## config.mk

```make
export PLATFORM = sky130hd
export DESIGN_NAME = smb_tgt
export DESIGN_NICKNAME = d
export VERILOG_FILES = /design/src/rtl/smb_tgt_pkg.sv /design/src/rtl/smb_tgt_sync.sv /design/src/rtl/smb_tgt_cond.sv /design/src/rtl/smb_tgt_mem.sv /design/src/rtl/smb_tgt.sv
export SDC_FILE = /design/constraint.sdc
export NUM_CORES = 2
export LEC_CHECK = 0
export BUFFER_PORTS_ARGS = -buffer_cell sky130_fd_sc_hd__buf_2
export CAP_MARGIN = 10
export CELL_PAD_IN_SITES_DETAIL_PLACEMENT = 0
export CELL_PAD_IN_SITES_GLOBAL_PLACEMENT = 1
export CORE_UTILIZATION = 54
export DETAILED_ROUTE_END_ITERATION = 8
export PLACE_DENSITY_LB_ADDON = 0.12
export RECOVER_POWER = 100
export SLEW_MARGIN = 20
export SYNTH_ARGS = -nofsm -noshare
export SYNTH_HDL_FRONTEND = slang
export SYNTH_HIERARCHICAL = 1
export SYNTH_SLANG_ARGS = --single-unit
```

## constraint.sdc

```tcl
create_clock -name clk -period 3.9 [get_ports clk]
set_input_delay 0.78 -clock clk [delete_from_list [all_inputs] [get_ports clk]]
set_output_delay 0.78 -clock clk [all_outputs]
set_load 0.02 [all_outputs]
```

## src/rtl/smb_tgt_pkg.sv

```systemverilog
package smb_tgt_pkg;
   localparam int BYTE_W = 8;

   typedef enum logic [3:0] {
      ST_IDLE,
      ST_ADDR,
      ST_ACK_ADDR,
      ST_CMD,
      ST_ACK_CMD,
      ST_WDATA,
      ST_ACK_WDATA,
      ST_RDATA,
      ST_RACK,
      ST_IGNORE
   } smb_state_e;
endpackage

```

## src/rtl/smb_tgt_sync.sv

```systemverilog
module smb_tgt_sync #(
   parameter int STAGES = 2
) (
   input  logic clk,
   input  logic rst_n,
   input  logic d_i,
   output logic q_o
);
   generate
      if (STAGES < 2) begin : g_bad_stages
         $error("smb_tgt_sync: STAGES must be at least 2");
      end
   endgenerate

   logic [STAGES-1:0] chain;

   always_ff @(posedge clk or negedge rst_n) begin
      if (!rst_n) chain <= '1;
      else        chain <= {chain[STAGES-2:0], d_i};
   end

   assign q_o = chain[STAGES-1];
endmodule

```

## src/rtl/smb_tgt_cond.sv

```systemverilog
module smb_tgt_cond (
   input  logic clk,
   input  logic rst_n,
   input  logic scl_s,
   input  logic sda_s,
   output logic scl_rise,
   output logic scl_fall,
   output logic start_c,
   output logic stop_c
);
   logic scl_p, sda_p;

   always_ff @(posedge clk or negedge rst_n) begin
      if (!rst_n) begin
         scl_p <= 1'b1;
         sda_p <= 1'b1;
      end else begin
         scl_p <= scl_s;
         sda_p <= sda_s;
      end
   end

   assign scl_rise = scl_s & ~scl_p;
   assign scl_fall = ~scl_s & scl_p;
   assign start_c  = scl_s & scl_p & sda_p & ~sda_s;
   assign stop_c   = scl_s & scl_p & ~sda_p & sda_s;
endmodule

```

## src/rtl/smb_tgt_mem.sv

```systemverilog
module smb_tgt_mem
   import smb_tgt_pkg::*;
#(
   parameter int AW           = 8,
   parameter int FILL_MULT    = 29,
   parameter int FILL_BASE    = 'h5A,
   parameter int SCRATCH_FILL = 'hFF,
   parameter int CSUM_OFF     = 'h7C
) (
   input  logic              clk,
   input  logic              rst_n,
   input  logic [AW-1:0]     rd_addr,
   output logic [BYTE_W-1:0] rd_data,
   input  logic              wr_en,
   input  logic [AW-1:0]     wr_addr,
   input  logic [BYTE_W-1:0] wr_data,
   input  logic              wp_i
);
   localparam int DEPTH = 1 << AW;
   localparam int HALF  = DEPTH / 2;

   function automatic logic [BYTE_W-1:0] info_byte(int idx);
      return BYTE_W'(idx * FILL_MULT + FILL_BASE);
   endfunction

   function automatic logic [BYTE_W-1:0] info_csum();
      logic [BYTE_W-1:0] acc;
      acc = '0;
      for (int k = 0; k < HALF; k++)
         if (k != CSUM_OFF) acc = acc + info_byte(k);
      return ~acc + 1'b1;
   endfunction

   localparam logic [BYTE_W-1:0] CSUM = info_csum();

   logic [BYTE_W-1:0] store [DEPTH];
   logic              wr_allowed;

   // Upper half only, and only while the protect pin is low.
   assign wr_allowed = wr_addr[AW-1] & ~wp_i;

   always_ff @(posedge clk or negedge rst_n) begin
      if (!rst_n) begin
         for (int k = 0; k < DEPTH; k++) begin
            if (k >= HALF)          store[k[AW-1:0]] <= BYTE_W'(SCRATCH_FILL);
            else if (k == CSUM_OFF) store[k[AW-1:0]] <= CSUM;
            else                    store[k[AW-1:0]] <= info_byte(k);
         end
      end else if (wr_en && wr_allowed) begin
         store[wr_addr] <= wr_data;
      end
   end

   assign rd_data = store[rd_addr];
endmodule

```

## src/rtl/smb_tgt.sv

```systemverilog
module smb_tgt
   import smb_tgt_pkg::*;
#(
   parameter logic [6:0] TGT_ADDR     = 7'h50,
   parameter int         AW           = 8,
   parameter int         SYNC_STAGES  = 2,
   parameter int         FILL_MULT    = 29,
   parameter int         FILL_BASE    = 'h5A,
   parameter int         SCRATCH_FILL = 'hFF,
   parameter int         CSUM_OFF     = 'h7C
) (
   input  logic clk,
   input  logic rst_n,
   input  logic scl_i,
   input  logic sda_i,
   input  logic wp_i,
   output logic sda_oe_o
);
   localparam int CNT_W = 4;
   localparam logic [CNT_W-1:0] FULL = CNT_W'(BYTE_W);

   generate
      if (AW < 2 || AW > BYTE_W) begin : g_bad_aw
         $error("smb_tgt: AW must lie in 2..8");
      end
      if (CSUM_OFF >= (1 << (AW - 1))) begin : g_bad_csum
         $error("smb_tgt: CSUM_OFF must lie in the information half");
      end
   endgenerate

   logic scl_s, sda_s;
   logic scl_rise, scl_fall, start_c, stop_c;

   smb_tgt_sync #(.STAGES(SYNC_STAGES)) u_sync_scl (
      .clk(clk), .rst_n(rst_n), .d_i(scl_i), .q_o(scl_s));
   smb_tgt_sync #(.STAGES(SYNC_STAGES)) u_sync_sda (
      .clk(clk), .rst_n(rst_n), .d_i(sda_i), .q_o(sda_s));

   smb_tgt_cond u_cond (
      .clk(clk), .rst_n(rst_n), .scl_s(scl_s), .sda_s(sda_s),
      .scl_rise(scl_rise), .scl_fall(scl_fall),
      .start_c(start_c), .stop_c(stop_c));

   smb_state_e        st;
   logic [CNT_W-1:0]  cnt;
   logic [BYTE_W-1:0] shreg;
   logic [AW-1:0]     ptr;
   logic              rw;
   logic [BYTE_W-1:0] rd_data;
   logic              wr_en;

   // Commit at the falling edge that closes the eighth data bit.
   assign wr_en = (st == ST_WDATA) && scl_fall && (cnt == FULL) && !start_c && !stop_c;

   smb_tgt_mem #(
      .AW(AW), .FILL_MULT(FILL_MULT), .FILL_BASE(FILL_BASE),
      .SCRATCH_FILL(SCRATCH_FILL), .CSUM_OFF(CSUM_OFF)
   ) u_mem (
      .clk(clk), .rst_n(rst_n),
      .rd_addr(ptr), .rd_data(rd_data),
      .wr_en(wr_en), .wr_addr(ptr), .wr_data(shreg),
      .wp_i(wp_i));

   always_ff @(posedge clk or negedge rst_n) begin
      if (!rst_n) begin
         st       <= ST_IDLE;
         cnt      <= '0;
         shreg    <= '0;
         ptr      <= '0;
         rw       <= 1'b0;
         sda_oe_o <= 1'b0;
      end else if (start_c) begin
         st       <= ST_ADDR;
         cnt      <= '0;
         sda_oe_o <= 1'b0;
      end else if (stop_c) begin
         st       <= ST_IDLE;
         cnt      <= '0;
         sda_oe_o <= 1'b0;
      end else begin
         if (scl_rise) begin
            case (st)
               ST_ADDR, ST_CMD, ST_WDATA: begin
                  if (cnt != FULL) begin
                     shreg <= {shreg[BYTE_W-2:0], sda_s};
                     cnt   <= cnt + 1'b1;
                  end
               end
               ST_RACK: st <= ST_IGNORE;
               default: ;
            endcase
         end
         if (scl_fall) begin
            case (st)
               ST_ADDR: begin
                  if (cnt == FULL) begin
                     if (shreg[BYTE_W-1:1] == TGT_ADDR) begin
                        st       <= ST_ACK_ADDR;
                        rw       <= shreg[0];
                        sda_oe_o <= 1'b1;
                     end else begin
                        st <= ST_IGNORE;
                     end
                  end
               end
               ST_ACK_ADDR: begin
                  if (!rw) begin
                     st       <= ST_CMD;
                     cnt      <= '0;
                     sda_oe_o <= 1'b0;
                  end else begin
                     st       <= ST_RDATA;
                     cnt      <= CNT_W'(1);
                     shreg    <= rd_data;
                     sda_oe_o <= ~rd_data[BYTE_W-1];
                  end
               end
               ST_CMD: begin
                  if (cnt == FULL) begin
                     ptr      <= shreg[AW-1:0];
                     st       <= ST_ACK_CMD;
                     sda_oe_o <= 1'b1;
                  end
               end
               ST_ACK_CMD: begin
                  st       <= ST_WDATA;
                  cnt      <= '0;
                  sda_oe_o <= 1'b0;
               end
               ST_WDATA: begin
                  if (cnt == FULL) begin
                     st       <= ST_ACK_WDATA;
                     sda_oe_o <= 1'b1;
                  end
               end
               ST_ACK_WDATA: begin
                  st       <= ST_IGNORE;
                  sda_oe_o <= 1'b0;
               end
               ST_RDATA: begin
                  if (cnt == FULL) begin
                     st       <= ST_RACK;
                     sda_oe_o <= 1'b0;
                  end else begin
                     sda_oe_o <= ~shreg[BYTE_W-2];
                     shreg    <= {shreg[BYTE_W-2:0], 1'b0};
                     cnt      <= cnt + 1'b1;
                  end
               end
               default: ;
            endcase
         end
      end
   end
endmodule

```

==> metrics <==
status complete, but fails checks; failing checks capacitance limit, slew limit; worst-path fanout max 8; Post-synth EDFFs 0; clock sink total between 2k and 2.5k; CTS clk-pin slew, worst paths 0.06 ns; VDD IR max 429 uV; drt drc 0; global route overflow 0; Post-CTS Setup Bufs 0; io pins 6; row count 148; Most common cell on crit path buf_4; crit share post-route roughly 97%; clock share of power between 40% and 50%; internal power 0.0340 W; Clock Skews 0.0340 ns; CP Capture Point u_mem/store[537]; syn nets around 5.9k; CTS max path bufs 3; Synth cell types 77; max cap viols 13; pre-CTS WS -0.285 ns; Final Critical Period 3.77 ns; FF-to-FF Start u_sync_sda/chain[1]; die width between 400 and 500 um; hold crit path type reg2reg; CP endpoint kind flip-flop; predominant post-synthesis flop cell dfstp_2; CTS Buf Count about 210; sequential share of the synthesized area 61.0%; vias in the first global route 46.9k; crit path launch u_sync_sda/chain[1]; reg2reg setup slack ~0.13 ns; Mapped Avg Cell Area 15.0 um2; Die Height 407 um; Net Switching 0.0104 W; first-pass iteration count of the detailed router 6; worst path required time around 4.7 ns; FFs w/ async S/R, synth 100%; Post-DP Area 0.0893 mm2; initial antenna violation count 1; Ys Warns 6; CP cell instances and4b_1 -> or3b_1 -> nor2_4 -> nand2_1 -> nor3b_4 -> buf_4 -> nand2_2 -> or2_4 -> nor3_4 -> nand3_2 -> buf_4 -> nor2_2 -> buf_12 -> mux2_2; Max stage delay on crit path 0.55 ns; Max-Slew Margin vs Limit -79.4%; flops & latches, synth 2080; via count 43.3k; Arrival @ worst endpoint around 4.5 ns; Mapped Area roughly 0.09 mm2; synthesis-to-finish area growth 8.51%; Ant. Diodes 0; Syn Inst Count 5895; drt via density 5.79; Cell Pwr Density 462 mW/mm2; WHS Path Cells 0; GR Util All Layers around a quarter; logic gate share of total power approximately 4.2%; Core Region about 0.16 mm2; Routed WL around 200000 um; routability cong. 0.816; Crit Path Class reg2reg; switching share of power 23.5%; final hold violations 0; worst setup margin roughly 0.13 ns; share of total power in sequential cells 49.7%; Slew Limit Fails roughly 950; CTS tree built; worst r2r path cells 14; Lkg Pwr approximately 38 nW; PortBufs 5; # H-tree levels 4; Setup TNS 0 ns; # setup viols final 0; full die area between 0.15 and 0.2 mm2; reg2reg end u_mem/store[537]; Post-Layout Inst Area 0.0960 mm2; hold slack approximately 0.35 ns; layout cells sized above 1 69.2%; CTS root buf clkbuf_16; worst skew pair latency roughly 0.85 ns; Critical-path top delay cell dfstp_2; Worst-Margin Slew 2.69 ns; Startpoint Class flip-flop; HPWL Detailed 125000 um; Max Clk Rate 265 MHz; DR WL/cell 26.2 um; 1st-iter DRT viols approximately 2.7k; ANT nets after route 0; largest net degree at the start of global routing 133; Initial Utilization around 54%; Final nets 5123; first-pass GRT wire length 303000 um
==> layer usage <==
layer  vias up  part of all wire, %  global-route usage [%]
met2       750                   48                    38.1
met3       274                  3.7                    3.55
met1     23300                   46                    35.9
li1      18900                    -                       -
met4         0                  2.5                    6.86
met5         -                    0                       0
==> state kept, by name, indices dropped and copies added (netlist names) <==
register	flops
cnt	4
ptr	8
rw	1
sda_oe_o	1
shreg	8
st	4
u_cond/scl_p	1
u_cond/sda_p	1
u_mem/store	2048
u_sync_scl/chain	2
u_sync_sda/chain	2
==> worst max-delay path, delay by kind of cell, from the launching register on <==
family | cells | cell delay [ns]
simple gates | 10 | 2.22
mux | 1 | 0.33
buf+inv | 3 | 0.57
flops | 1 | 0.55
==> power groups by stage <==
stage | clock, W | sequential (W) | combinational, W
after floorplan | 0 | 0.0221 | 0.000952
after global placement | 0 | 0.0224 | 0.00189
after detailed placement | 0 | 0.0224 | 0.00191
after CTS | 0.0211 | 0.0221 | 0.00192
after global routing | 0.0219 | 0.0221 | 0.00203
final | 0.0205 | 0.0221 | 0.00185
==> cell usage after synthesis, types with 32 or more instances <==
cell type / instances / area [um2]
buf_2: 80 / 400
clkbuf_1: 1193 / 4480
nor2_1: 46 / 173
o22ai_1: 35 / 219
nand2_1: 92 / 345
a21oi_1: 97 / 485
mux2i_1: 110 / 1100
a22oi_1: 118 / 886
mux4_2: 441 / 9930
nor2_2: 68 / 425
dfrtp_1: 538 / 13500
a22o_1: 41 / 359
o221ai_1: 41 / 359
nand2_2: 43 / 269
mux2_2: 1030 / 11600
dfstp_2: 1542 / 40500
o21ai_0: 32 / 160
==> cell families (layout without fill, tap and decap cells) <==
group / after synthesis / in the layout / synth area share (%)
AO/OA/AOI/OAI: 473 / 473 / 3.94
adder cells (fa/ha/maj): 2 / 2 / 0.0283
multiplexers: 1597 / 1597 / 26.0
XOR/XNOR: 2 / 2 / 0.0198
AND/OR/NAND/NOR: 393 / 393 / 2.49
flip-flops: 2080 / 2080 / 61.0
buffers and inverters: 1348 / 757 / 6.53
==> metrics by stage <==
step / util, % / instances / power (W)
finish: 59.0 / 7479 / 0.0444
global route: 59.0 / 7479 / 0.0460
CTS: 59.3 / 7479 / 0.0451
detailed placement: 54.8 / 7075 / 0.0243
global placement: 54.8 / 7075 / 0.0243
floorplan: - / 5895 / 0.0231
==> repair_timing <==
action / CTS / global route
gates cloned: 0 / 1
endpoints found under the hold margin: 11 / 0
pin swaps: 0 / 4
endpoints found under the setup margin: 909 / 764
hold buffers: 3 / 0
resized for setup: 5 / 15
==> area by class of cell <==
class	instances	area, um2
Multi-Input combinational cell	2467	28800
Clock buffer	330	6280
Sequential cell	2080	54000
Clock inverter	71	883
Fill cell	12300	66800
Inverter	8	30.0
Timing Repair Buffer	348	3310
Tap cell	2175	2720
==> layout by cell type, fill, tap and decap left out, drive strengths merged, types with 16 or more instances in the layout <==
cell type	n
nor3	39
o21ai	34
mux2	1034
nand2b	17
nand2	135
a22oi	118
clkbuf	395
nand3	16
a22o	41
o22ai	35
nor2	115
nor2b	19
o221ai	43
mux2i	110
dfstp	1542
mux4	453
a21oi	97
dfrtp	538
clkinv	48
buf	280
a221oi	42
==> worst min path at each step <==
stage / from / slack (ns) / to
2_1_floorplan: u_sync_scl/chain[0] / 0.35 / u_sync_scl/chain[1]
3_3_place_gp: u_sync_scl/chain[0] / 0.35 / u_sync_scl/chain[1]
3_5_place_dp: u_sync_sda/chain[0] / 0.35 / u_sync_sda/chain[1]
4_1_cts: u_sync_sda/chain[0] / 0.36 / u_sync_sda/chain[1]
5_1_grt: u_sync_sda/chain[0] / 0.36 / u_sync_sda/chain[1]
6_report: u_sync_sda/chain[0] / 0.35 / u_sync_sda/chain[1]
Note: power is estimated with default switching activity, not from simulation.
